--- src/rtl/wbp_pkg.sv ---
package wbp_pkg;
  typedef logic [7:0] byte_t;

  function automatic int unsigned cnt_bits(int unsigned nbytes);
    return $clog2(nbytes + 1);
  endfunction
endpackage

--- src/rtl/wbp_lane_split.sv ---
module wbp_lane_split #(
  parameter int WORD_W = 48,
  localparam int NBYTES = WORD_W / 8
) (
  input  logic [WORD_W-1:0]       word,
  output logic [NBYTES-1:0][7:0]  lanes
);
  for (genvar g = 0; g < NBYTES; g++) begin : g_lane
    assign lanes[g] = word[8*g +: 8];
  end
endmodule

--- src/rtl/wbp_serializer.sv ---
module wbp_serializer
  import wbp_pkg::*;
#(
  parameter int WORD_W    = 48,
  parameter bit MSB_FIRST = 1'b0,
  localparam int NBYTES = WORD_W / 8,
  localparam int CNT_W  = cnt_bits(NBYTES)
) (
  input  logic              clk,
  input  logic              rst,
  input  logic              load,
  input  logic [WORD_W-1:0] load_word,
  input  logic              load_eof,
  input  logic              fifo_full,
  output logic              busy,
  output logic              byte_wr,
  output byte_t             byte_out,
  output logic              frame_done
);
  localparam logic [CNT_W-1:0] NB   = CNT_W'(NBYTES);
  localparam logic [CNT_W-1:0] ONE  = CNT_W'(1);
  localparam logic [CNT_W-1:0] TOP  = CNT_W'(NBYTES - 1);

  logic [WORD_W-1:0]      word_q;
  logic [CNT_W-1:0]       left_q;
  logic                   eof_q;
  logic [CNT_W-1:0]       slot;
  logic [NBYTES-1:0][7:0] lanes;

  wbp_lane_split #(.WORD_W(WORD_W)) u_split (
    .word  (word_q),
    .lanes (lanes)
  );

  assign busy    = (left_q != '0);
  assign byte_wr = busy && !fifo_full;
  assign slot    = busy ? (NB - left_q) : '0;

  if (MSB_FIRST) begin : g_msb
    assign byte_out = lanes[TOP - slot];
  end else begin : g_lsb
    assign byte_out = lanes[slot];
  end

  assign frame_done = byte_wr && (left_q == ONE) && eof_q;

  always_ff @(posedge clk) begin
    if (rst) begin
      word_q <= '0;
      left_q <= '0;
      eof_q  <= 1'b0;
    end else if (load) begin
      word_q <= load_word;
      left_q <= NB;
      eof_q  <= load_eof;
    end else if (byte_wr) begin
      left_q <= left_q - ONE;
    end
  end
endmodule

--- src/rtl/wbp_end_ctl.sv ---
module wbp_end_ctl (
  input  logic clk,
  input  logic rst,
  input  logic arm,
  input  logic fifo_full,
  output logic pend,
  output logic pkt_end
);
  logic pend_q;

  assign pend    = pend_q;
  assign pkt_end = pend_q && !fifo_full;

  always_ff @(posedge clk) begin
    if (rst)          pend_q <= 1'b0;
    else if (arm)     pend_q <= 1'b1;
    else if (pkt_end) pend_q <= 1'b0;
  end
endmodule

--- src/rtl/word_byte_packetizer.sv ---
module word_byte_packetizer
  import wbp_pkg::*;
#(
  parameter int WORD_W    = 48,
  parameter bit MSB_FIRST = 1'b0
) (
  input  logic              clk,
  input  logic              rst,
  input  logic [WORD_W-1:0] in_word,
  input  logic              in_eof,
  input  logic              in_valid,
  output logic              in_ready,
  input  logic              fifo_full,
  output logic [7:0]        byte_out,
  output logic              byte_wr,
  output logic              pkt_end
);
  logic busy, pend, frame_done, load;

  assign in_ready = !busy && !pend;
  assign load     = in_valid && in_ready;

  wbp_serializer #(.WORD_W(WORD_W), .MSB_FIRST(MSB_FIRST)) u_ser (
    .clk        (clk),
    .rst        (rst),
    .load       (load),
    .load_word  (in_word),
    .load_eof   (in_eof),
    .fifo_full  (fifo_full),
    .busy       (busy),
    .byte_wr    (byte_wr),
    .byte_out   (byte_out),
    .frame_done (frame_done)
  );

  wbp_end_ctl u_end (
    .clk       (clk),
    .rst       (rst),
    .arm       (frame_done),
    .fifo_full (fifo_full),
    .pend      (pend),
    .pkt_end   (pkt_end)
  );
endmodule

--- config.mk ---
export PLATFORM = sky130hd
export DESIGN_NAME = word_byte_packetizer
export DESIGN_NICKNAME = d
export VERILOG_FILES = /design/src/rtl/wbp_pkg.sv /design/src/rtl/wbp_lane_split.sv /design/src/rtl/wbp_serializer.sv /design/src/rtl/wbp_end_ctl.sv /design/src/rtl/word_byte_packetizer.sv
export SDC_FILE = /design/constraint.sdc
export NUM_CORES = 1
export LEC_CHECK = 0
export BUFFER_PORTS_ARGS = -buffer_cell sky130_fd_sc_hd__clkbuf_2
export CAP_MARGIN = 10
export CORE_UTILIZATION = 34
export DETAILED_ROUTE_END_ITERATION = 16
export PLACE_DENSITY_LB_ADDON = 0.3
export SETUP_SLACK_MARGIN = 0.3
export SYNTH_ARGS = -nofsm -noshare
export SYNTH_HDL_FRONTEND = slang
export SYNTH_HIERARCHICAL = 1
export SYNTH_SLANG_ARGS = --single-unit
--- constraint.sdc ---
create_clock -name clk -period 2.9 [get_ports clk]
set_input_delay 0.145 -clock clk [delete_from_list [all_inputs] [get_ports clk]]
set_output_delay 0.145 -clock clk [all_outputs]
set_load 0.02 [all_outputs]
==> summary.txt, run 1 <==
Synthesis
  • Count leader, synth: mux2i_1
  • Post-synthesis cell count: approximately 290
  • Synthesized netlist net count: ~340
  • Yosys reg bits: 53
  • Share of Yosys cell area claimed by the top area cell type: 38.6%
  • Syn_area_per_cell: 9.65 um2
  • Seq/Total Area, Yosys: about two fifths
  • Synthesized cell area: roughly 2700 um2
  • Most common library cells after synthesis: mux2i_1 (60), dfxtp_1 (53), nor2_1 (53)
  • Yosys top cell by area: dfxtp_1
  • Synth warnings: 6
  • Ys async rst share: 0%
  • Main area contributors after synthesis: dfxtp_1 (39%), mux2i_1 (22%), buf_4 (13%)
  • Main synth FF type: dfxtp_1
  • Yosys cell types: 31
  • EDFF count, synth: 0

Clock network
  • CTS max path bufs: 2
  • Root buf cell: clkbuf_8
  • CTS clk-pin slew, worst paths: about 0.090 ns
  • Num CTS Buffers: 5
  • Latest clock arrival within the worst-skew pair: a little under 0.3 ns
  • H-tree lvl count: 2
  • Post-CTS Setup Bufs: 0
  • # resized after CTS: 0
  • TritonCTS clock tree: yes
  • # clock sinks: between 50 and 60
  • CTS Hold Buffers Added: 0

Critical path
  • Crit path launch type: register
  • Setup CP Type: reg -> out
  • CP endpoint kind: output port
  • Critical-path maximum fanout: 15
  • Crit path DAT: between 2 and 2.5 ns
  • CP required: between 2 and 3 ns

Global routing
  • Total Routing Usage GR: 14.2%
  • GRT overflow: 0
  • Antenna violations before repair: 0
  • Largest net degree at the start of global routing: 54
  • Vias in the first global route: roughly 1800
  • First-pass GRT wire length: a little over 9000 um

Floorplanning
  • Die Span X: about 90 um
  • Die ar.: ~8400 um2
  • Initial Util: ~35%
  • Core area: 7770 um2
  • I/O Pins: 64
  • Row Count: 32
  • Die H: approximately 90 um

STA
  • Setup_tns: 0 ns
  • Clk_skew: roughly 0.005 ns
  • Tmin final: 2.39 ns
  • Hold Worst Slack: between 0.08 and 0.09 ns
  • Max Clk Rate: approximately 0.42 GHz
  • RSZ-0062 raised after global routing: no
  • Final setup viols: 0
  • Final Hold Viols: 0
  • Slew headroom: 26.1%
  • Slew Limit Fails: 0
  • Final period utilization: 82.6%
  • Slew at the pin closest to its max-slew limit: around 1.1 ns
  • Fin worst setup slack: roughly 0.51 ns

Drt
  • Wire length on met2: about 2500 um
  • Met1 wire length: around 2900 um
  • Wire length per cell: between 10 and 15 um
  • Via count: 1871
  • Routed vias/inst: about 4.7
  • WL met3: between 300 and 400 um
  • Drt first pass iters: 6
  • Max layer used: met4
  • Total routed wirelength: 5780 um
  • DRT antenna net count: 0
  • Iter 0 DRT Violations: 85
  • Drt drc: 0

Layout
  • N_diodes: 0
  • Area growth, synth to finish: 5.14%
  • Nets: 355
  • Fraction of layout cells with a size suffix above 1: roughly 30%
  • Final Non-Filler Cells: 400

Placement
  • Placed cells: 393
  • I/O Buffers: 63
  • DP Wirelength: around 4400 um
  • RePlAce Congestion: around 0.87
  • Pre-CTS setup slack: 0.819 ns

Power
  • Max VDD drop: approximately 0.00027 V
  • Static leakage: between 1 and 1.5 nW
  • PD cells: about 900 nW/um2

Hold path
  • Hold Crit Class: in -> reg

Run
  • MaxCap Viol Count: 0

Status
  • Status: completed
[through the flow]
step / cell area (um2) / util, % / total power [W]
6_report: 2890 / 37.2 / 0.00260
5_1_grt: 2890 / 37.2 / 0.00278
4_1_cts: 2890 / 37.2 / 0.00262
3_5_place_dp: 2800 / 36.1 / 0.00222
3_3_place_gp: 2800 / 36.1 / 0.00219
2_1_floorplan: 2750 / - / 0.00208
[cell usage in the layout, fill, tap and decap left out, types with 2 or more instances in the layout]
cell type,instances
nor2_1,53
clkbuf_8,6
a221oi_1,2
clkbuf_2,63
o2bb2ai_1,2
buf_4,6
dfxtp_1,53
mux2i_1,60
mux2_2,2
o22ai_1,8
ha_1,4
nand2_1,4
inv_1,4
a222oi_1,6
mux2_4,4
nor3_1,5
a21oi_1,2
[per-layer routing]
| metal | global-route usage (%) | vias to the layer above |
|---|---|---|
| li1 | - | 954 |
| met5 | 0 | - |
| met3 | 2.82 | 7 |
| met1 | 19.4 | 853 |
| met2 | 22.4 | 57 |
| met4 | 4.43 | 0 |
[report_power, final]
| part | internal [W] | leakage [nW] | total [W] | switching (W) |
|---|---|---|---|---|
| Clock | 0.000190 | 0.0443 | 0.000406 | 0.000216 |
| Combinational | 0.000517 | 0.809 | 0.00122 | 0.000707 |
| Sequential | 0.000878 | 0.434 | 0.000971 | 0.0000935 |
[worst max-delay path: stages (launching register included)]
cell and delay [ns]:
dfxtp_1 0.32, buf_4 0.21, ha_1 0.24, nor3_1 0.20
a21o_1 0.29, nand2_1 0.24, o22ai_1 0.25, clkbuf_2 0.20
[cell families (layout without fill, tap and decap cells)]
| logic type | Yosys count | after routing | share of synthesized area, % |
|---|---|---|---|
| mux | 66 | 66 | 24.9 |
| compound gates | 23 | 23 | 6.51 |
| buf+inv | 68 | 81 | 16.8 |
| fa+ha+maj | 4 | 4 | 1.82 |
| xor+xnor | 1 | 1 | 0.319 |
| flops | 53 | 53 | 38.6 |
| simple gates | 70 | 70 | 11.2 |
[registers in the layout, summed over array words and instances, names as in the netlist]
signal        count
u_ser/left_q      3
u_ser/word_q     48
u_ser/eof_q       1
u_end/pend        1
[final cells by class]
cell class | instances | area, um2
fillers | 802 | 4880
multi-input cells | 164 | 1230
flip-flops and latches | 53 | 1060
repair buffers | 69 | 360
well taps | 102 | 128
clock buffers | 7 | 86.3
inverters | 5 | 21.3
[path summary, 6_finish.rpt]
kind | startpoint | end | slack, ns | depth (start not counted)
min reg2reg | u_ser/word_q[43] | u_ser/word_q[43] | 0.50 | 2
max reg2reg | u_ser/left_q[0] | u_ser/word_q[9] | 0.80 | 9
max | u_ser/left_q[0] | byte_out[3] | 0.51 | 7
min | in_word[16] | u_ser/word_q[16] | 0.08 | 3
Power figures use the tool's default switching activity.
==> run 2, diff against run 1 <==
==> constraint.sdc (replaced) <==
create_clock -name clk -period 2.1 [get_ports clk]
set_input_delay 0.105 -clock clk [delete_from_list [all_inputs] [get_ports clk]]
set_output_delay 0.105 -clock clk [all_outputs]
set_load 0.02 [all_outputs]
==> summary.txt, run 2 (synthesized netlist as in run 1, its figures left out) <==
Power
  • Power share of the combinational group: 60.5% (was 47.1%)
  • Flop pwr share: 28.1% (was 37.4%)
  • Switch Pwr: 0.00187 W (was 0.00102 W)
  • PD cells: 1380 nW/um2 (was 900 nW/um2)
  • Max VDD drop: 0.000523 V (was 0.000267 V)
  • Sw Share: 38.3% (was 39.1%)
  • Static leakage: 1.53 nW (was 1.29 nW)
  • Pint: 0.00300 W (was 0.00158 W)
  • Clk pwr share: 11.4% (was 15.6%)

Global routing
  • GRT overflow: 0 (unchanged)
  • Antenna violations before repair: 0 (unchanged)
  • Largest net degree at the start of global routing: 54 (unchanged)
  • Total Routing Usage GR: 16.9% (was 14.2%)
  • Vias in the first global route: 2144 (was 1838)
  • First-pass GRT wire length: 11000 um (was 9350 um)

Layout
  • Top flop regs: u_ser/word_q (48), u_ser/left_q (3) (unchanged)
  • Final Non-Filler Cells: 427 (was 400)
  • Most common cell after layout, fill and taps aside: clkbuf_2 (unchanged)
  • Most frequent cells in the layout: clkbuf_2 (56), mux2i_1 (55), nor2_1 (52), dfxtp_1 (51), buf_4 (12) (was clkbuf_2 (63), mux2i_1 (60), nor2_1 (53), dfxtp_1 (53), o22ai_1 (8))
  • Final core occ: 45.2% (was 37.2%)
  • Area growth, synth to finish: 27.8% (was 5.14%)
  • Largest reg by FF count: u_ser/word_q (unchanged)
  • N_diodes: 0 (unchanged)
  • Max reg flops: 48 (unchanged)
  • Final Cell Area: 3510 um2 (was 2890 um2)
  • Nets: 381 (was 355)
  • Fraction of layout cells with a size suffix above 1: 43.1% (was 29.5%)

Clock network
  • Latest clock arrival within the worst-skew pair: 0.30 ns (was 0.29 ns)
  • TritonCTS clock tree: yes (unchanged)
  • Root buf cell: clkbuf_8 (unchanged)
  • H-tree lvl count: 2 (unchanged)
  • CTS max path bufs: 2 (unchanged)
  • CTS Hold Buffers Added: 0 (unchanged)
  • # clock sinks: 53 (unchanged)
  • Num CTS Buffers: 5 (unchanged)
  • CTS clk-pin slew, worst paths: 0.09 ns (about the same)

Critical path
  • CP dominant cell by count: inv_4
  • CP max stage delay: 0.46 ns (was 0.32 ns)
  • R2R cell count: 11 (was 9)
  • Crit path DAT: 1.99 ns (was 2.25 ns)
  • CP endpoint kind: output port (unchanged)
  • Critical-path cell list: inv_4 > ha_4 > nor2b_4 > inv_4 > o21ai_4 > a222oi_1 > o22ai_2 > clkbuf_8 (was buf_4 > ha_1 > nor3_1 > a21o_1 > nand2_1 > o22ai_1 > clkbuf_2)
  • Worst R2R End: u_ser/word_q[46] (was u_ser/word_q[9])
  • R2r startpoint: u_ser/left_q[0] (unchanged)
  • FF-to-FF setup slack: 0.03 ns (was 0.80 ns)
  • CP Capture Point: byte_out[5] (was byte_out[3])
  • Critical path buffers and inverters: 3 (was 2)
  • Max stage delay cell, worst path: a222oi_1 (was dfxtp_1)
  • Critical-path maximum fanout: 6 (was 15)
  • CP required: 2.00 ns (was 2.76 ns)
  • Crit path launch type: register (unchanged)
  • Delay-heaviest family, CP: compound AO/OA/AOI/OAI gates (unchanged)
  • Setup CP Type: reg -> out (unchanged)
  • Crit. path cell count: 8 (was 7)
  • Critical Path Source: u_ser/left_q[0] (unchanged)

STA
  • Clk_skew: 0.00701 ns (was 0.00490 ns)
  • Final period utilization: 99.7%
  • RSZ-0062 raised after global routing: yes (was no)
  • Slew at the pin closest to its max-slew limit: 0.556 ns (was 1.11 ns)
  • Slew headroom: 63.0% (was 26.1%)
  • Fin worst setup slack: 0.00696 ns (was 0.506 ns)
  • Final Hold Viols: 0 (unchanged)
  • Final setup viols: 0 (unchanged)
  • Tmin final: 2.09 ns
  • Hold Worst Slack: 0.0291 ns (was 0.0806 ns)
  • Slew Limit Fails: 0 (unchanged)
  • Max Clk Rate: roughly 0.48 GHz

Floorplanning
  • I/O Pins: 64 (unchanged)
  • Initial Util: 35.4% (unchanged)
  • Die Span X: 91.9 um (unchanged)
  • Row Count: 32 (unchanged)
  • Die ar.: 8450 um2 (unchanged)
  • Core area: 7770 um2 (unchanged)
  • Die H: 91.9 um (unchanged)

Placement
  • Pre-CTS setup slack: 0.114 ns (was 0.819 ns)
  • DP Wirelength: 4170 um (was 4380 um)
  • I/O Buffers: 63 (unchanged)
  • RePlAce Congestion: 0.791 (was 0.872)
  • Placed cell area: 2890 um2 (was 2800 um2)
  • Placed cells: 393 (unchanged)

Drt
  • Via count: 2076 (was 1871)
  • Drt drc: 0 (unchanged)
  • Routed vias/inst: 4.86 (was 4.68)
  • Wire length per cell: 16.5 um (was 14.4 um)
  • Iter 0 DRT Violations: 129 (was 85)
  • Total routed wirelength: 7050 um (was 5780 um)
  • Drt first pass iters: 5 (was 6)
  • DRT antenna net count: 0 (unchanged)

Status
  • Status: completed (unchanged)

Run
  • MaxCap Viol Count: 0 (unchanged)

Hold path
  • Hold Crit Class: in -> reg (unchanged)
-- run 2: cell count changes in the layout (fill, tap and decap cells not counted), sizes merged --
cell	before	now
buf	6	36
clkbuf	70	67
-- run 2: how the worst min path moves through the flow --
| stage | cells past startpoint | from | endpoint |
|---|---|---|---|
| after detailed placement | 3 | in_word[11] | u_ser/word_q[11] |
| after global routing | 3 | in_word[4] | u_ser/word_q[4] |
| after CTS | 3 | in_word[7] | u_ser/word_q[7] |
| final | 3 | in_word[18] | u_ser/word_q[18] |
| after global placement | 3 | in_word[6] | u_ser/word_q[6] |
| after floorplan | 1 | rst | u_end/pend |
-- run 2: worst reg2reg max path, stage by stage, from the launching register on --
cell and delay [ns]:
dfxtp_4 0.37, inv_4 0.06, ha_4 0.12, nor2b_4 0.22, inv_4 0.08, buf_4 0.15
nor3b_4 0.23, buf_6 0.18, buf_6 0.12, buf_16 0.13, mux2i_4 0.23, nor2_1 0.06
-- run 2: routing by layer --
metal  vias to the layer above  global-route usage [%]  wire [um]  part of all wire (%)
met5                         -                       0          0                     0
met4                         0                    8.46        304                   4.3
met3                        27                    3.81        347                   4.9
met2                        69                    28.0       3370                    48
met1                       971                    20.6       3030                    43
li1                       1009                       -          -                     -
-- run 2: metrics by stage --
stage | setup TNS [ns] | power [W]
6_report | 0 | 0.00487
5_1_grt | -0.524 | 0.00512
4_1_cts | -0.0145 | 0.00460
3_5_place_dp | 0 | 0.00320
2_1_floorplan | 0 | 0.00308
3_3_place_gp | 0 | 0.00317
-- run 2: power by group through the flow --
stage / clock network (W) / registers [W] / logic, W
finish: 0.000555 / 0.00137 / 0.00294
floorplan: 0 / 0.00133 / 0.00174
global placement: 0 / 0.00136 / 0.00182
CTS: 0.000569 / 0.00136 / 0.00268
global route: 0.000610 / 0.00139 / 0.00312
detailed placement: 0 / 0.00137 / 0.00183
-- run 2: what timing repair did --
item                       in CTS  in global routing
resized for setup              37                 23
buffers inserted               14                  3
cloned                          8                  1
pin swaps                       5                  7
setup endpoints to repair      60                 60
-- run 2: cell type report --
class                   count  area (um2)
clock buffers               8        80.1
fillers                   774        4250
inverters                   5        26.3
multi-input cells         164        1390
flip-flops and latches     53        1070
well taps                 102         128
repair buffers             95         825
==> run 3, diff against run 2 <==
--- a/config.mk
+++ b/config.mk
@@ -10,7 +10,9 @@
 export CORE_UTILIZATION = 34
 export DETAILED_ROUTE_END_ITERATION = 16
 export PLACE_DENSITY_LB_ADDON = 0.3
+export REMOVE_ABC_BUFFERS = 1
 export SETUP_SLACK_MARGIN = 0.3
+export SLEW_MARGIN = 20
 export SYNTH_ARGS = -nofsm -noshare
 export SYNTH_HDL_FRONTEND = slang
 export SYNTH_HIERARCHICAL = 1
==> summary.txt, run 3 (synthesized netlist as in run 1, its figures left out) <==
Layout
  • N_diodes: 0 (unchanged)
  • Most common cell after layout, fill and taps aside: mux2i_1 (was clkbuf_2)
  • Top flop regs: u_ser/word_q (48), u_ser/left_q (3) (unchanged)
  • Area growth, synth to finish: 26.2% (was 27.8%)
  • Fraction of layout cells with a size suffix above 1: 41.0% (was 43.1%)
  • Final Non-Filler Cells: 429 (was 427)
  • Nets: 383 (was 381)
  • Max reg flops: 48 (unchanged)
  • Most frequent cells in the layout: mux2i_1 (60), clkbuf_2 (54), nor2_1 (52), dfxtp_1 (51), buf_4 (20) (was clkbuf_2 (56), mux2i_1 (55), nor2_1 (52), dfxtp_1 (51), buf_4 (12))
  • Largest reg by FF count: u_ser/word_q (unchanged)

Critical path
  • CP max stage delay: 0.47 ns (was 0.46 ns)
  • CP endpoint kind: output port (unchanged)
  • CP required: 2.00 ns (about the same)
  • Crit. path cell count: 8 (unchanged)
  • R2R cell count: 11 (unchanged)
  • Critical path buffers and inverters: 3 (unchanged)
  • Critical-path maximum fanout: 6 (unchanged)
  • Crit path DAT: 2.04 ns (was 1.99 ns)
  • Critical-path cell list: inv_2 > ha_4 > nor2b_4 > inv_4 > o21ai_4 > a222oi_1 > o22ai_1 > buf_4 (was inv_4 > ha_4 > nor2b_4 > inv_4 > o21ai_4 > a222oi_1 > o22ai_2 > clkbuf_8)
  • Max stage delay cell, worst path: a222oi_1 (unchanged)
  • Setup CP Type: reg -> out (unchanged)
  • Delay-heaviest family, CP: compound AO/OA/AOI/OAI gates (unchanged)
  • Crit path launch type: register (unchanged)

Floorplanning
  • Die ar.: 8450 um2 (unchanged)
  • Row Count: 32 (unchanged)
  • Initial Util: 35.4% (unchanged)
  • Die Span X: 91.9 um (unchanged)
  • Core area: 7770 um2 (unchanged)
  • Die H: 91.9 um (unchanged)
  • I/O Pins: 64 (unchanged)

Power
  • Static leakage: 1.56 nW (was 1.53 nW)
  • Max VDD drop: 0.000479 V (was 0.000523 V)
  • PD cells: 1420 nW/um2 (was 1380 nW/um2)

STA
  • Fin worst setup slack: -0.0446 ns (was 0.00696 ns)
  • Tmin final: 2.14 ns (was 2.09 ns)
  • Slew at the pin closest to its max-slew limit: 0.572 ns (was 0.556 ns)
  • RSZ-0062 raised after global routing: yes (unchanged)
  • Final Hold Viols: 0 (unchanged)
  • Setup_tns: -0.0543 ns (was 0 ns)
  • Slew Limit Fails: 0 (unchanged)
  • Clk_skew: 0.00615 ns (was 0.00701 ns)
  • Max Clk Rate: 0.466 GHz (was 0.478 GHz)
  • Final period utilization: 102% (was 99.7%)
  • Final setup viols: 2 (was 0)
  • Slew headroom: 61.9% (was 63.0%)

Drt
  • Total routed wirelength: 6600 um (was 7050 um)
  • Wire length per cell: 15.4 um (was 16.5 um)
  • DRT antenna net count: 0 (unchanged)
  • Drt drc: 0 (unchanged)
  • Routed vias/inst: 4.75 (was 4.86)
  • Drt first pass iters: 6 (was 5)
  • Iter 0 DRT Violations: 100 (was 129)
  • Via count: 2037 (was 2076)

Clock network
  • CTS clk-pin slew, worst paths: 0.10 ns (was 0.09 ns)
  • Latest clock arrival within the worst-skew pair: 0.31 ns (was 0.30 ns)
  • # clock sinks: 53 (unchanged)
  • Num CTS Buffers: 5 (unchanged)
  • TritonCTS clock tree: yes (unchanged)
  • Root buf cell: clkbuf_8 (unchanged)
  • H-tree lvl count: 2 (unchanged)
  • CTS max path bufs: 2 (unchanged)

Hold path
  • Hold Crit Class: in -> reg (unchanged)
  • Hold Path Cell Cnt: 3 (unchanged)

Global routing
  • Total Routing Usage GR: 16.1% (was 16.9%)
  • Vias in the first global route: 2017 (was 2144)
  • First-pass GRT wire length: 10400 um (was 11000 um)
  • GRT overflow: 0 (unchanged)
  • Largest net degree at the start of global routing: 54 (unchanged)
  • Antenna violations before repair: 0 (unchanged)

Placement
  • RePlAce Congestion: 0.841 (was 0.791)
  • Placed cells: 396 (was 393)
  • DP Wirelength: 4180 um (was 4170 um)
  • I/O Buffers: 63 (unchanged)

Status
  • Failing checks: setup timing
  • Status: finished, violations left (was completed)

Run
  • MaxCap Viol Count: 0 (unchanged)
run 3: repair_timing:
item                                    4_1_cts  5_1_grt
hold buffers                                  0        0
setup buffers                                15        4
endpoints found under the setup margin       62       61
pin swaps                                     6        7
resized for setup                            31       21
gates cloned                                  5        1
run 3: final timing paths:
| check | startpoint | to | slack (ns) |
|---|---|---|---|
| min reg2reg | u_ser/word_q[27] | u_ser/word_q[27] | 0.50 |
| min | in_word[6] | u_ser/word_q[6] | 0.02 |
| max reg2reg | u_ser/left_q[0] | u_ser/word_q[3] | 0.12 |
| max | u_ser/left_q[0] | byte_out[3] | -0.04 |
run 3: tightest hold or removal path: cells and delay by family:
kind | cells | cell delay (ns)
buffers and inverters | 1 | 0.07
and+or+nand+nor | 1 | 0.07
muxes | 1 | 0.05
run 3: area by class of cell:
class | instances | area [um2]
fill | 759 | 4300
multi-input combinational | 164 | 1320
sequential | 53 | 1060
timing repair buffer | 97 | 797
tap | 102 | 128
clock buffer | 5 | 68.8
clock inverter | 3 | 68.8
inverter | 5 | 21.3
run 3: through the flow:
step	total power, W	hold WS [ns]	util [%]	area, um2	setup WS [ns]
2_1_floorplan	0.00263	0.174	-	2310	-2.85
3_3_place_gp	0.00311	0.339	36.7	2850	0.118
3_5_place_dp	0.00315	0.347	36.7	2850	0.0314
4_1_cts	0.00470	0.0206	43.1	3350	0.0631
5_1_grt	0.00521	0.0159	44.7	3470	-0.131
6_report	0.00494	0.0228	44.7	3470	-0.0446
run 3: routing by layer:
metal  vias up  track usage, %  wire length (um)
li1       1023               -                 -
met1       955            22.0              3240
met2        50            24.7              2920
met3         9            4.06               336
met4         0            5.08               108
met5         -               0                 0
run 3: power by group:
part | internal [W] | leakage (nW) | total [W] | switching, W
sequential | 0.00122 | 0.435 | 0.00135 | 0.000133
clock | 0.000480 | 0.0687 | 0.000832 | 0.000352
combinational | 0.00145 | 1.06 | 0.00276 | 0.00131
total | 0.00314 | 1.56 | 0.00494 | 0.00180
